===== config.mk =====
export PLATFORM = sky130hd
export DESIGN_NAME = line_activity_squelch
export DESIGN_NICKNAME = d
export VERILOG_FILES = /design/src/rtl/squelch_pkg.sv /design/src/rtl/activity_sampler.sv /design/src/rtl/pulse_width_qualifier.sv /design/src/rtl/squelch_channel.sv /design/src/rtl/line_activity_squelch.sv
export SDC_FILE = /design/constraint.sdc
export NUM_CORES = 1
export LEC_CHECK = 0
export BUFFER_PORTS_ARGS = -buffer_cell sky130_fd_sc_hd__buf_2
export CAP_MARGIN = 40
export CORE_AREA = 2 2 39 41
export DETAILED_ROUTE_END_ITERATION = 10
export DIE_AREA = 0 0 41 43
export GPL_TIMING_DRIVEN = 0
export MAX_ROUTING_LAYER = met4
export SLEW_MARGIN = 20
export SYNTH_ARGS = -nofsm -noshare
export SYNTH_HDL_FRONTEND = slang
export SYNTH_SLANG_ARGS = --single-unit

===== constraint.sdc =====
create_clock -name clk -period 1.85 [get_ports clk]
set_input_delay 0.2775 -clock clk [delete_from_list [all_inputs] [get_ports clk]]
set_output_delay 0.2775 -clock clk [all_outputs]
set_load 0.02 [all_outputs]

===== src/rtl/squelch_pkg.sv =====
package squelch_pkg;

    typedef enum logic {
        LINE_QUIET = 1'b0,
        LINE_BUSY  = 1'b1
    } line_state_e;

    // Bits needed for a run counter that counts 0 .. max(on_w, off_w)-1
    function automatic int run_bits(input int on_w, input int off_w);
        int widest;
        widest = (on_w > off_w) ? on_w : off_w;
        return (widest <= 2) ? 1 : $clog2(widest);
    endfunction

endpackage


===== src/rtl/activity_sampler.sv =====
module activity_sampler #(
    parameter int STAGES = 1
) (
    input  logic clk,
    input  logic rst_n,
    input  logic raw_i,
    output logic smp_o
);

    logic [STAGES-1:0] pipe_d, pipe_q;

    generate
        if (STAGES == 1) begin : g_single
            always_comb pipe_d = raw_i;
        end else begin : g_chain
            always_comb pipe_d = {pipe_q[STAGES-2:0], raw_i};
        end
    endgenerate

    always_ff @(posedge clk) begin
        if (!rst_n) pipe_q <= '0;
        else        pipe_q <= pipe_d;
    end

    assign smp_o = pipe_q[STAGES-1];

endmodule


===== src/rtl/pulse_width_qualifier.sv =====
module pulse_width_qualifier
    import squelch_pkg::*;
#(
    parameter int ON_W  = 2,
    parameter int OFF_W = 16
) (
    input  logic clk,
    input  logic rst_n,
    input  logic smp_i,
    output logic active_o
);

    localparam int            CW      = run_bits(ON_W, OFF_W);
    localparam logic [CW-1:0] ON_LIM  = CW'(ON_W - 1);
    localparam logic [CW-1:0] OFF_LIM = CW'(OFF_W - 1);
    localparam logic [CW-1:0] RUN_MAX = (ON_LIM > OFF_LIM) ? ON_LIM : OFF_LIM;

    typedef struct packed {
        line_state_e   state;
        logic [CW-1:0] run;
    } qual_t;

    qual_t         cur_q, nxt_d;
    logic [CW-1:0] lim_d;
    logic          busy_d;
    logic          differs_d;

    always_comb begin
        nxt_d     = cur_q;
        busy_d    = (cur_q.state == LINE_BUSY);
        lim_d     = busy_d ? OFF_LIM : ON_LIM;
        differs_d = (smp_i != busy_d);
        if (!differs_d) begin
            nxt_d.run = '0;
        end else if (cur_q.run == lim_d) begin
            nxt_d.run   = '0;
            nxt_d.state = busy_d ? LINE_QUIET : LINE_BUSY;
        end else begin
            nxt_d.run = cur_q.run + CW'(1);
        end
    end

    always_ff @(posedge clk) begin
        if (!rst_n) cur_q <= '{state: LINE_QUIET, run: '0};
        else        cur_q <= nxt_d;
    end

    assign active_o = (cur_q.state == LINE_BUSY);


    rise_needs_busy_input_chk: assert property (@(posedge clk) disable iff (!rst_n)
        $rose(active_o) |-> $past(smp_i));


    fall_needs_quiet_input_chk: assert property (@(posedge clk) disable iff (!rst_n)
        $fell(active_o) |-> !$past(smp_i));


    run_restart_chk: assert property (@(posedge clk) disable iff (!rst_n)
        (smp_i == active_o) |=> (cur_q.run == '0));


    run_bounded_chk: assert property (@(posedge clk) disable iff (!rst_n)
        cur_q.run <= RUN_MAX);

endmodule


===== src/rtl/squelch_channel.sv =====
module squelch_channel #(
    parameter int ON_W   = 2,
    parameter int OFF_W  = 16,
    parameter int STAGES = 1
) (
    input  logic clk,
    input  logic rst_n,
    input  logic raw_i,
    output logic active_o
);

    logic smp;

    activity_sampler #(.STAGES(STAGES)) u_sampler (
        .clk   (clk),
        .rst_n (rst_n),
        .raw_i (raw_i),
        .smp_o (smp)
    );

    pulse_width_qualifier #(.ON_W(ON_W), .OFF_W(OFF_W)) u_qual (
        .clk      (clk),
        .rst_n    (rst_n),
        .smp_i    (smp),
        .active_o (active_o)
    );

endmodule


===== src/rtl/line_activity_squelch.sv =====
module line_activity_squelch #(
    parameter int CRS_ON_W      = 2,
    parameter int CRS_OFF_W     = 16,
    parameter int COL_ON_W      = 1,
    parameter int COL_OFF_W     = 2,
    parameter int SAMPLE_STAGES = 1
) (
    input  logic clk,
    input  logic rst_n,
    input  logic rx_energy_i,
    input  logic col_energy_i,
    output logic carrier_o,
    output logic collision_o
);

    localparam int NCH = 2;
    localparam int ON_TBL  [NCH] = '{CRS_ON_W,  COL_ON_W};
    localparam int OFF_TBL [NCH] = '{CRS_OFF_W, COL_OFF_W};

    logic [NCH-1:0] raw_vec;
    logic [NCH-1:0] act_vec;

    assign raw_vec = {col_energy_i, rx_energy_i};

    generate
        for (genvar g = 0; g < NCH; g++) begin : g_ch
            squelch_channel #(
                .ON_W   (ON_TBL[g]),
                .OFF_W  (OFF_TBL[g]),
                .STAGES (SAMPLE_STAGES)
            ) u_ch (
                .clk      (clk),
                .rst_n    (rst_n),
                .raw_i    (raw_vec[g]),
                .active_o (act_vec[g])
            );
        end
    endgenerate

    assign carrier_o   = act_vec[0];
    assign collision_o = act_vec[1];


    idle_after_reset_chk: assert property (@(posedge clk) disable iff (!rst_n)
        $past(!rst_n) |-> (!carrier_o && !collision_o));

endmodule


### After elaboration in Yosys (flattened, before gate mapping)

Cells that the tools add are included.

* register bits after elaboration: 9
* latch bits: 0
* RAM bits: 0
* memory bits (read-only): 0
* logic and storage cells: 23
* memories: 0

* add/subtract/negate cells: 2
* multipliers: 0
* divide/modulo/power cells: 0
* $lt $le $gt $ge: 0
* equal/unequal tests: 4
* shift operators: 0
* muxes and demuxes: 4
* bitwise gates (word level): 3
* reductions and logical operators: 4

Operators by type and width (number)
* OR reduction 3 bit: 2
* adder 4 x 1 -> 4 bit (second input constant): 1
* == test 4 bit: 1
* two-way mux 4 bit: 1
* AND reduction 2 bit: 2
* two-way mux 1 bit: 3
* NOT 1 bit: 3
* != test 1 bit: 2
* adder 1 bit (second input constant): 1
* == test 1 bit: 1

### Logic depth before layout (Yosys ltp)

* word-level depth: 3
* depth in mapped cells: 3

### Hierarchy

A second synthesis with hierarchy kept.

* cell total of the unflattened synthesis: 34
* area total of the unflattened synthesis: 352.8 um2

Modules (own cells, without submodules)
* pulse_width_qualifier (g_ch[0].u_ch.u_qual): instances 1, cells an instance 23, area each 225.2 um2
* pulse_width_qualifier (g_ch[1].u_ch.u_qual): instances 1, cells an instance 7, area each 75.1 um2
* activity_sampler: instances 2, cells an instance 2, area each 26.3 um2

### Least setup slack after synthesis

OpenSTA, ideal clock, no wires.

* path type: register to register
* start: reg g_ch[0].u_ch.u_qual.cur_q (netlist bit g_ch[0].u_ch.u_qual.active_o)
* end: reg g_ch[0].u_ch.u_qual.cur_q[2] (netlist name)
* library setup time: 119 ps
* arrival time: 1157 ps
* path slack: 574 ps
* cell stages (with the launch flop): 4
* path through: dfxtp_1 or4_1 a21boi_2 nor3_1

* word-level cells in the longest chain between the ends: 3

RTL lines
* start: declaration: RTL line pulse_width_qualifier.sv:23 `qual_t cur_q, nxt_d;`
* start signal: assignment: RTL line pulse_width_qualifier.sv:44 `if (!rst_n) cur_q <= '{state: LINE_QUIET, run: '0};`
* start signal: assignment: RTL line pulse_width_qualifier.sv:45 `else cur_q <= nxt_d;`
* two-way mux 4 bit or != test 1 bit (tied branches): RTL line pulse_width_qualifier.sv:31, pulse_width_qualifier.sv:32
* == test 4 bit or NOT 1 bit (tied branches)
* OR reduction 3 bit (no source line) *

Mark *: on every way between the ends. The rest lies on a longest branch, timed or not.
A chain may end at the register's enable or synchronous reset.

### Final worst setup path

Same ends and word-level chain as after synthesis.

==> results.txt <==
----------------------------------------------------
[Pwr]
  Static leakage power ... 0.169 nW
  Relative contribution of the clock network to total power ... 39.3%
  Total power divided by cell area ... 899 nW/µm²
  Internal power contribution ... 0.000294 W
  Worst vdd rail ir drop ... 0.000263 V
  Net switching power of the design ... 0.0000778 W
  Part of the total power dissipated in combinational logic ... 5.5%
  Part of the total power dissipated in sequential elements ... 55.2%
  Switching part of the total ... 20.9%

[Floorplan]
  Die outline area ... 1760 µm²
  Die span in y ... 43 µm
  Core outline area ... 1380 µm²
  Site row count ... 14
  Initial Utilization ... 24.8%
  Die Span X ... 41 µm
  I/O pin count ... 6

[Clock network]
  Post-CTS repair timing setup buffer count ... 0
  Max H-tree Level ... 1
  Root Driver ... sky130_fd_sc_hd__clkbuf_4
  Total clock buffers created by CTS ... 3
  Skew-Pair Late Insertion Delay ... 0.26 ns
  CTS tree ... done
  Clk slew on worst S/H paths ... 0.06 ns
  Number of sinks on the clock net ... 9
  Maximum buffer depth of the clock tree ... 2
  Post-CTS Resized ... 0
  Hold bufs inserted after CTS ... 0

[Yosys]
  Mapped cell area ... 343 µm²
  Mean instance size in the synthesized netlist ... 10.4 µm²
  Top area cells in the synthesized netlist ... sky130_fd_sc_hd__dfxtp_1 (53%), sky130_fd_sc_hd__and2_1 (5.5%), sky130_fd_sc_hd__xor2_1 (5.1%)
  Library cells used by synthesis ... 18
  Portion of the post-synthesis area used by sequential elements ... 52.6%
  Synth Net Count ... 38
  Top flip-flop cell by instance count after synthesis ... sky130_fd_sc_hd__dfxtp_1
  Number of storage elements in the synthesis netlist ... 9
  Share of the synthesized area in the top cell type ... 52.6%
  Count of flip-flops with a built-in enable after synthesis ... 0
  Cell type contributing the most total cell area after synthesis ... sky130_fd_sc_hd__dfxtp_1
  Count leader, synth ... sky130_fd_sc_hd__dfxtp_1
  Syn. warnings ... 0
  Fraction of registers with async set/reset ... 0%
  Most used standard cells in the synthesized netlist ... sky130_fd_sc_hd__dfxtp_1 (9), sky130_fd_sc_hd__and2_1 (3), sky130_fd_sc_hd__nor3_1 (3)
  Post-synthesis cell count ... 33

[Global route]
  Final global-route overflow total ... 0
  Global Route Usage Sum ... 7.76%
  Via count of the first global-routing pass ... 253
  Maximum number of pins on one net before global-route repair ... 7
  Wire length of the first global-routing pass ... 848 µm
  Initial antenna violation count ... 0

[Setup path]
  Endpoint kind of the worst setup timing path ... flop
  Critical path launch point type ... flop
  Max incr delay on CP ... 0.55 ns
  Critical path arrival ... 1.40 ns
  Path type of the worst setup path ... flop to flop
  Critical Path Fanout Max ... 6
  Cell Chain, Critical Path ... or4_1, a21boi_2, nor3_1
  Data required time at the worst endpoint ... 2.00 ns
  CP max-delay cell ... sky130_fd_sc_hd__or4_1

[Placed design]
  Routability Congestion ... 0.746
  Port Buf Inserts ... 5
  Cell count after placement ... 54
  DP HPWL ... 368 µm
  Dpl ws ... 0.600 ns

[Finish]
  Multi-input logic area ... 159 µm²
  Number of standard cells in the final layout excluding fillers ... 58
  Core occupancy in the finished layout ... 29.9%
  Number of antenna cells inserted ... 0
  Share of final-layout standard cells stronger than drive strength 1 ... 21.4%
  Layout-stage area growth over the synthesis result ... 20.8%
  Fill cell count ... 144
  # nets final ... 48
  Storage cell area ... 180 µm²

[STA]
  Worst hold-check slack ... 0.218 ns
  Clock Skews ... 0.00347 ns
  Max Clock Freq ... 0.797 GHz
  Setup TNS ... 0 ns
  Count of final max-slew check failures ... 0
  Setup WS post-layout ... 0.595 ns
  Final clock period utilization by the worst path ... 67.8%
  Final hold vios ... 0
  Worst max-slew margin expressed relative to the limit ... 87.3%
  Number of setup violations in the final report ... 0
  Setup repair after global routing missed its margin ... false
  Transition time of the tightest slew-check pin ... 0.188 ns
  Final worst path period need ... 1.25 ns

[Detailed routing]
  Number of nets still failing antenna checks after routing ... 0
  Via total after detailed routing ... 248
  Total DRC errors in the routed layout ... 0
  DR vias/cell ... 4.28
  DRT Pass-1 Iters ... 1
  Number of design-rule violations left by the first detailed-router iteration ... 0
  WL/cell ... 8.31 µm
  Post-Route WL ... 482 µm

[Status]
  Result of the run ... finished clean

[Worst hold path]
  Type of the tightest min-delay check ... primary input to flop

[Flow run]
  Max cap viols ... 0

----------------------------------------------------
==> power groups by stage <==
stage          registers (W)  clock network, W   logic, W
4_1_cts             0.000205          0.000154  0.0000210
3_5_place_dp        0.000210                 0  0.0000208
2_1_floorplan       0.000211                 0  0.0000115
6_report            0.000205          0.000146  0.0000205
3_3_place_gp        0.000209                 0  0.0000208
5_1_grt             0.000206          0.000160  0.0000239
==> critical path: cells and delay by family (launching register included) <==
kind             cells  cell delay, ns
flip-flops           1            0.35
AND/OR/NAND/NOR      2            0.61
AO/OA/AOI/OAI        1            0.18
==> cells in the final DEF, fill, tap and decap left out, drive strengths merged, types with 2 or more instances in the layout <==
cell type  instances
dfxtp              9
buf                5
clkbuf             4
and2               3
nor3               3
xor2               2
nor2               2
nor3b              2
==> kinds of logic (layout without fill, tap and decap cells) <==
| group | after synthesis | in the layout | synth area share (%) |
|---|---|---|---|
| fa+ha+maj | 2 | 2 | 6.57 |
| buf+inv | 1 | 10 | 1.09 |
| compound gates | 3 | 3 | 6.20 |
| simple gates | 15 | 15 | 25.9 |
| xor+xnor | 3 | 3 | 7.67 |
| flops | 9 | 9 | 52.6 |
==> layer usage <==
metal	global-route usage [%]	routed length (µm)
met1	6.89	209
met2	11.3	208
met3	1.57	37
met4	10.0	27
met5	-	0
==> path summary, 6_finish.rpt <==
| kind | start | endpoint | slack [ns] | cells past startpoint |
|---|---|---|---|---|
| max | g_ch[0].u_ch.u_qual.active_o$_SDFFE_PN0P_ | g_ch[0].u_ch.u_qual.cur_q[2]$_SDFF_PP0_ | 0.60 | 3 |
| min | rx_energy_i | g_ch[0].u_ch.u_sampler.smp_o$_SDFF_PN0_ | 0.22 | 2 |
| max reg2reg | g_ch[0].u_ch.u_qual.active_o$_SDFFE_PN0P_ | g_ch[0].u_ch.u_qual.cur_q[2]$_SDFF_PP0_ | 0.60 | 3 |
| min reg2reg | g_ch[1].u_ch.u_sampler.smp_o$_SDFF_PN0_ | g_ch[1].u_ch.u_qual.cur_q[0]$_SDFF_PP0_ | 0.42 | 1 |
==> stage by stage <==
stage | power, W | area [µm²]
global placement | 0.000230 | 388
finish | 0.000372 | 414
global route | 0.000390 | 414
detailed placement | 0.000230 | 388
CTS | 0.000380 | 414
floorplan | 0.000222 | 343
==> sequential cells by signal, summed over array words and instances, names as in the netlist <==
| register | flops |
|---|---|
| g_ch.u_ch.u_qual.cur_q | 5 |
| g_ch.u_ch.u_qual.active_o | 2 |
| g_ch.u_ch.u_sampler.smp_o | 2 |
==> area by class of cell <==
| class | count | share of cell area [%] |
|---|---|---|
| Timing Repair Buffer | 5 | 6.04 |
| Inverter | 1 | 0.906 |
| Sequential cell | 9 | 43.5 |
| Tap cell | 16 | 4.83 |
| Clock buffer | 4 | 6.34 |
| Multi-Input combinational cell | 23 | 38.4 |
(Power assumes the default switching activity.)
